$ cat src/rtl/xzc_pkg.sv
package xzc_pkg;
  localparam int XZC_DW    = 64;
  localparam int XZC_LANES = XZC_DW / 8;

  typedef enum logic [2:0] {
    ST_IDLE,
    ST_REQ,
    ST_WAIT,
    ST_FIN,
    ST_SUSP
  } xzc_state_e;

  // any byte lane of the combined word differs from 00h
  function automatic logic lanes_nonzero(input logic [XZC_DW-1:0] w);
    logic r;
    r = 1'b0;
    for (int i = 0; i < XZC_LANES; i++) begin
      r = r | (w[i*8 +: 8] != 8'h00);
    end
    return r;
  endfunction

  // non-zero multiple of the word size
  function automatic logic count_legal(input logic [31:0] c);
    return (c != 32'd0) && (c[2:0] == 3'd0);
  endfunction
endpackage

$ cat src/rtl/xzc_cfg_check.sv
module xzc_cfg_check
  import xzc_pkg::*;
#(
  parameter int CW = 24,
  parameter int NS = 4,
  parameter int SW = 3
) (
  input  logic [CW-1:0] count,
  input  logic [SW-1:0] nsrc,
  input  logic [NS-1:0] src_local,
  output logic          ok
);
  logic [NS-1:0] remote_active;
  logic          nsrc_ok;

  for (genvar g = 0; g < NS; g++) begin : g_loc
    assign remote_active[g] = (SW'(g) < nsrc) && !src_local[g];
  end

  assign nsrc_ok = (nsrc >= SW'(2)) && (nsrc <= SW'(NS));
  assign ok      = count_legal(32'(count)) && nsrc_ok && (remote_active == '0);
endmodule

$ cat src/rtl/xzc_addr_seq.sv
module xzc_addr_seq #(
  parameter int AW = 16,
  parameter int CW = 24,
  parameter int NS = 4,
  parameter int SW = 3,
  localparam int IW = (NS > 1) ? $clog2(NS) : 1
) (
  input  logic          clk,
  input  logic          rst_n,
  input  logic          busy,
  input  logic          load,
  input  logic [NS*AW-1:0] base_flat,
  input  logic [SW-1:0] nsrc,
  input  logic [CW-1:0] count,
  input  logic          step,
  output logic [AW-1:0] addr,
  output logic          last_src,
  output logic          last_off
);
  logic [AW-1:0] base_q [NS];
  logic [IW-1:0] sidx;
  logic [CW-1:0] off;

  for (genvar g = 0; g < NS; g++) begin : g_base
    always_ff @(posedge clk or negedge rst_n) begin
      if (!rst_n)    base_q[g] <= '0;
      else if (load) base_q[g] <= base_flat[g*AW +: AW];
    end
  end

  assign last_src = ((SW'(sidx) + SW'(1)) == nsrc);
  assign last_off = ((off + CW'(8)) == count);
  assign addr     = base_q[sidx] + off[AW-1:0];

  always_ff @(posedge clk or negedge rst_n) begin
    if (!rst_n) begin
      sidx <= '0;
      off  <= '0;
    end else if (load) begin
      sidx <= '0;
      off  <= '0;
    end else if (step) begin
      if (last_src) begin
        sidx <= '0;
        off  <= off + CW'(8);
      end else begin
        sidx <= sidx + IW'(1);
      end
    end
  end

  // the source index never reaches the active count during a pass
  assert_sidx_range_R2: assert property (@(posedge clk) disable iff (!rst_n)
    busy |-> (SW'(sidx) < nsrc));
endmodule

$ cat src/rtl/xzc_accum.sv
module xzc_accum
  import xzc_pkg::*;
(
  input  logic              clk,
  input  logic              rst_n,
  input  logic              clr_all,
  input  logic              load,
  input  logic              last,
  input  logic [XZC_DW-1:0] data,
  output logic              off_nz,
  output logic              nz
);
  logic [XZC_DW-1:0] acc;
  logic [XZC_DW-1:0] combined;

  assign combined = acc ^ data;
  assign off_nz   = load && last && lanes_nonzero(combined);

  always_ff @(posedge clk or negedge rst_n) begin
    if (!rst_n) begin
      acc <= '0;
      nz  <= 1'b0;
    end else begin
      if (clr_all || (load && last)) acc <= '0;
      else if (load)                 acc <= combined;
      if (clr_all)                   nz  <= 1'b0;
      else if (off_nz)               nz  <= 1'b1;
    end
  end

  // once set, the flag survives until the next accepted start
  assert_nz_sticky_R8: assert property (@(posedge clk) disable iff (!rst_n)
    (nz && !clr_all) |=> nz);
  // the flag only rises on a non-zero offset result
  assert_nz_cause_R1: assert property (@(posedge clk) disable iff (!rst_n)
    (!nz && !off_nz) |=> !nz);
endmodule

$ cat src/rtl/xzc_engine.sv
module xzc_engine
  import xzc_pkg::*;
#(
  parameter int AW = 16,
  parameter int CW = 24,
  parameter int NS = 4,
  localparam int SW   = $clog2(NS + 1),
  localparam int PADW = 30 - CW
) (
  input  logic              clk,
  input  logic              rst_n,
  input  logic              start,
  input  logic              wb_en,
  input  logic [SW-1:0]     num_src,
  input  logic [CW-1:0]     byte_count,
  input  logic [NS*AW-1:0]  src_base,
  input  logic [NS-1:0]     src_local,
  input  logic              irq_ack,
  output logic              rd_valid,
  input  logic              rd_ready,
  output logic [AW-1:0]     rd_addr,
  input  logic              rd_rvalid,
  input  logic [XZC_DW-1:0] rd_rdata,
  output logic              busy,
  output logic              cfg_err,
  output logic              stat_we,
  output logic [31:0]       stat_word,
  output logic              irq,
  output logic              res_nz
);
  xzc_state_e    state;
  logic [CW-1:0] count_q;
  logic [SW-1:0] nsrc_q;
  logic          wb_q;
  logic          cfg_err_q;

  logic cfg_ok, idle, accept, reject, beat, last_src, last_off, off_nz;

  assign idle   = (state == ST_IDLE);
  assign accept = start && idle && cfg_ok;
  assign reject = start && idle && !cfg_ok;
  assign beat   = (state == ST_WAIT) && rd_rvalid;

  xzc_cfg_check #(.CW(CW), .NS(NS), .SW(SW)) u_cfg (
    .count     (byte_count),
    .nsrc      (num_src),
    .src_local (src_local),
    .ok        (cfg_ok)
  );

  xzc_addr_seq #(.AW(AW), .CW(CW), .NS(NS), .SW(SW)) u_seq (
    .clk       (clk),
    .rst_n     (rst_n),
    .busy      (busy),
    .load      (accept),
    .base_flat (src_base),
    .nsrc      (nsrc_q),
    .count     (count_q),
    .step      (beat),
    .addr      (rd_addr),
    .last_src  (last_src),
    .last_off  (last_off)
  );

  xzc_accum u_acc (
    .clk     (clk),
    .rst_n   (rst_n),
    .clr_all (accept),
    .load    (beat),
    .last    (last_src),
    .data    (rd_rdata),
    .off_nz  (off_nz),
    .nz      (res_nz)
  );

  always_ff @(posedge clk or negedge rst_n) begin
    if (!rst_n) begin
      state     <= ST_IDLE;
      count_q   <= '0;
      nsrc_q    <= '0;
      wb_q      <= 1'b0;
      cfg_err_q <= 1'b0;
    end else begin
      cfg_err_q <= reject;
      case (state)
        ST_IDLE: if (accept) begin
          state   <= ST_REQ;
          count_q <= byte_count;
          nsrc_q  <= num_src;
          wb_q    <= wb_en;
        end
        ST_REQ:  if (rd_ready) state <= ST_WAIT;
        ST_WAIT: if (rd_rvalid) state <= (last_src && last_off) ? ST_FIN : ST_REQ;
        ST_FIN:  state <= wb_q ? ST_IDLE : ST_SUSP;
        ST_SUSP: if (irq_ack) state <= ST_IDLE;
        default: state <= ST_IDLE;
      endcase
    end
  end

  assign rd_valid  = (state == ST_REQ);
  assign busy      = !idle;
  assign cfg_err   = cfg_err_q;
  assign stat_we   = (state == ST_FIN) && wb_q;
  assign irq       = (state == ST_SUSP);
  assign stat_word = {1'b1, res_nz, {PADW{1'b0}}, count_q};

  // a pending request holds its address until taken
  assert_req_hold_R3: assert property (@(posedge clk) disable iff (!rst_n)
    (rd_valid && !rd_ready) |=> (rd_valid && $stable(rd_addr)));
  // no new request while a response is outstanding
  assert_one_outstanding_R3: assert property (@(posedge clk) disable iff (!rst_n)
    (rd_valid && rd_ready) |=> !rd_valid);
  // a refusal never leaves the engine running
  assert_err_idle_R4: assert property (@(posedge clk) disable iff (!rst_n)
    cfg_err |-> !busy);
  // write-back and interrupt are exclusive
  assert_wb_excl_R5: assert property (@(posedge clk) disable iff (!rst_n)
    stat_we |-> (!irq && stat_word[31]));
  // interrupt holds until acknowledged
  assert_irq_hold_R6: assert property (@(posedge clk) disable iff (!rst_n)
    (irq && !irq_ack) |=> irq);
  // start has no effect while suspended
  assert_susp_start_R7: assert property (@(posedge clk) disable iff (!rst_n)
    (irq && start && !irq_ack) |=> (irq && !rd_valid));
endmodule

$ cat config.mk
export PLATFORM = sky130hd
export DESIGN_NAME = xzc_engine
export DESIGN_NICKNAME = d
export VERILOG_FILES = /design/src/rtl/xzc_pkg.sv /design/src/rtl/xzc_cfg_check.sv /design/src/rtl/xzc_addr_seq.sv /design/src/rtl/xzc_accum.sv /design/src/rtl/xzc_engine.sv
export SDC_FILE = /design/constraint.sdc
export NUM_CORES = 1
export LEC_CHECK = 0
export CAP_MARGIN = 20
export CORE_ASPECT_RATIO = 1.4
export CORE_MARGIN = 2
export CORE_UTILIZATION = 52
export DETAILED_ROUTE_END_ITERATION = 8
export MAX_ROUTING_LAYER = met4
export PLACE_DENSITY = 0.83
export RECOVER_POWER = 50
export SLEW_MARGIN = 20
export SYNTH_ARGS = -nofsm -noshare
export SYNTH_HDL_FRONTEND = slang
export SYNTH_SLANG_ARGS = --single-unit
$ cat constraint.sdc
create_clock -name clk -period 4 [get_ports clk]
set_input_delay 0.4 -clock clk [delete_from_list [all_inputs] [get_ports clk]]
set_output_delay 0.4 -clock clk [all_outputs]
set_load 0.1 [all_outputs]
==> metrics.cfg <==
[outcome]
outcome=complete, but fails checks
violations=max-capacitance violations, max-slew violations

[power_and_ir_drop]
clkPwrFrac=0.278
combPwrFrac=0.324
power.switching_uw=2230
leakage_uw=0.00583
ir_drop_uv=320
pwr-share-seq=0.398
power_density_nw_per_um2=463
internal_power_uw=3850
switching_share=0.367
finalPower_uw=6070

[drt]
wl_mm=26.8
vias_per_cell=5.77
ant_nets=0
avgRoutedWirePerCell_um=18.5
vias=8372
drtPass1Iterations=5
drt_iter0_markers=669
drc=0

[clock_tree]
worstSkewPairLatency_ns=0.44
cts_tree=done
cts_root_buf=clkbuf_16
cts_made_buffers=17
cts_buffer_depth=2
h-tree-depth=4
cts_sinks=184
clk_pin_slew_ns=0.07

[worst_setup_path]
end_kind=primary output
worstSetupStartpointType=flop
r2r-start=u_seq.sidx[0]
critPathLaunch=u_seq.sidx[1]
cpMaxStageDelayCell=dfrtp_2
crit_arrival_ns=3.40
max_stage_delay_ns=0.59
crit_type=reg2out
worstRegToRegCells=8
cp.required_ns=3.60
critPathBufInv=1
cp_cell_sequence=mux4_2, ha_1, a21oi_2, nor2b_1, o21ai_0, a211o_1, o21ai_0, a21oi_1, xnor2_2, buf_12
crit_fanout=14
cp.depth=10
crit_family=compound AO/OA/AOI/OAI gates
cp_common_cell=o21ai_0

[floorplan]
core_area_um2=19100
die_h_um=169
pin_count=220
start_util=0.528
die_w_um=122
die_area_um2=20500
rows=60

[global_routing]
antenna_found_initial=1
grt_usage=0.274
grt_max_degree=108
gr-total-overflow=0
grt_pass1_vias=8554
grt_first_pass_wirelength_mm=42.5

[yosys]
ys_ff_latch=184
yosys_warnings=0
synth.yosys.seq_area_share=0.458
syn-instance-count=991
netlist_area_um2=10100
synthFlopType=dfrtp_1
ys_types=65
synth_edf_count=0
syn_area_per_cell_um2=10.2
ys_async_sr_fraction=1.00

[layout]
fill_cells=1484
final_cell_area_um2=13100
multiInputGateArea_um2=5210
area_delta_synth_final_pct=30.5
final_common_cell=dfrtp_1
drive_gt1_frac=0.157
final-seq-area_um2=4610
final_nets=1369
layout_common_cells=dfrtp_1, clkdlybuf4s50_1, o21ai_0, nor2_1, mux2_2
final_util=0.689

[timing]
min_period_over_period=0.950
setup_viol=0
rsz0062_at_grt=no
skew_ns=0.00985
max_slew.worst_pin.slew_ns=2.64
slew_violations=108
timing.fmax_ghz=0.263
hold_viol_final=0
whs_ns=0.494
fin_crit_ns=3.80
maxSlewHeadroom=-0.762

[place]
hpwl_mm=19.5
place.gp.congestion=0.886
io_buffer_count=212
placed_area_um2=12600

[run]
maxCapViolCount=1

[min_path]
holdCritStartpoint=u_acc.acc[61]
min_path_cells=1
hp-class=reg2reg

-- final timing paths --
kind | to | slack, ns
max | rd_addr[15] | 0.20
min | u_acc.acc[61] | 0.49
max reg2reg | u_seq.off[23] | 1.24
min reg2reg | u_acc.acc[61] | 0.49
max in group asynchronous | u_acc.acc[62] | 0.76
min in group asynchronous | u_seq.base_q[39] | 0.78
-- stage by stage --
step                setup TNS (ns)  cells  setup slack (ns)
global route                     0   1450            0.0388
detailed placement               0   1415             0.479
finish                           0   1450             0.200
CTS                              0   1447            0.0305
floorplan                   -0.975    997            -0.493
global placement                 0   1415             0.529
-- power groups by stage --
stage          logic (uW)  registers (uW)  clock network [uW]
2_1_floorplan        1180            2550                   0
3_3_place_gp         1920            2420                   0
3_5_place_dp         1970            2450                   0
4_1_cts              1980            2420                1720
5_1_grt              2110            2460                1800
6_report             1970            2420                1690
-- layer usage --
metal,part of all wire,track usage
met5,0,-
met4,0.041,0.129
met3,0.053,0.0492
met2,0.53,0.471
met1,0.37,0.309
-- sequential cells by signal, indices dropped and copies added (netlist names) --
| register | count |
|---|---|
| cfg_err | 1 |
| u_seq.base_q | 64 |
| u_seq.sidx | 2 |
| state | 3 |
| u_seq.off | 21 |
| u_acc.acc | 64 |
| count_q | 24 |
| wb_q | 1 |
| u_acc.nz | 1 |
| nsrc_q | 3 |
-- kinds of logic (layout without fill, tap and decap cells) --
kind of cell / count (synthesis) / in the layout / share of synthesized area
adder cells (fa/ha/maj): 15 / 15 / 0.0187
AND/OR/NAND/NOR: 292 / 292 / 0.143
XOR/XNOR: 88 / 88 / 0.0766
flip-flops: 184 / 184 / 0.458
multiplexers: 107 / 107 / 0.139
buffers and inverters: 73 / 277 / 0.0344
AO/OA/AOI/OAI: 230 / 230 / 0.129
other: 2 / 9 / 0.000746
-- worst register-to-register path, stage by stage (launching register included) --
cell and delay (ns):
dfrtp_2 0.45, buf_4 0.16, ha_1 0.32, xor2_1 0.18, nor3_2 0.27, and3_1 0.57
nor2_2 0.29, o21ai_0 0.26, o21ai_0 0.13
-- synth_stat cells (all sizes together) (2+ instances only) --
master	number	area (um^2)
inv	19	71.3
o31ai	12	90.1
nor4	20	153
mux4	16	379
nand2b	22	138
nand4	17	128
o21ai	164	821
a21oi	18	90.1
a31o	2	17.5
conb	2	7.51
dfrtp	184	4600
a21o	4	30.0
nor3	7	45.0
nor2b	12	75.1
buf	34	196
and3	7	43.8
xnor2	51	447
mux2	90	1010
nand3b	2	15.0
o21a	2	15.0
or3	3	18.8
clkbuf	20	78.8
a31oi	2	12.5
xor2	37	324
nand3	14	70.1
a211oi	2	20.0
nand2	81	304
or2	2	12.5
o22ai	4	25.0
ha	15	188
nor2	93	352
and4	3	26.3
o2111ai	5	43.8
o211ai	3	27.5
and2	7	43.8
-- layout make-up --
cell class | count | area share
clock buffers | 17 | 0.0324
well taps | 248 | 0.0236
clock inverters | 15 | 0.0120
repair buffers | 226 | 0.179
multi-input cells | 740 | 0.397
inverters | 19 | 0.00543
diodes | 1 | 0.000191
flip-flops and latches | 184 | 0.351
-- what timing repair did --
item / 4_1_cts / 5_1_grt
setup buffers: 0 / 2
gates resized for setup: 2 / 1
setup endpoints to repair: 3 / 5
hold buffers: 0 / 0
No activity file was read; power rests on OpenSTA's default activity.
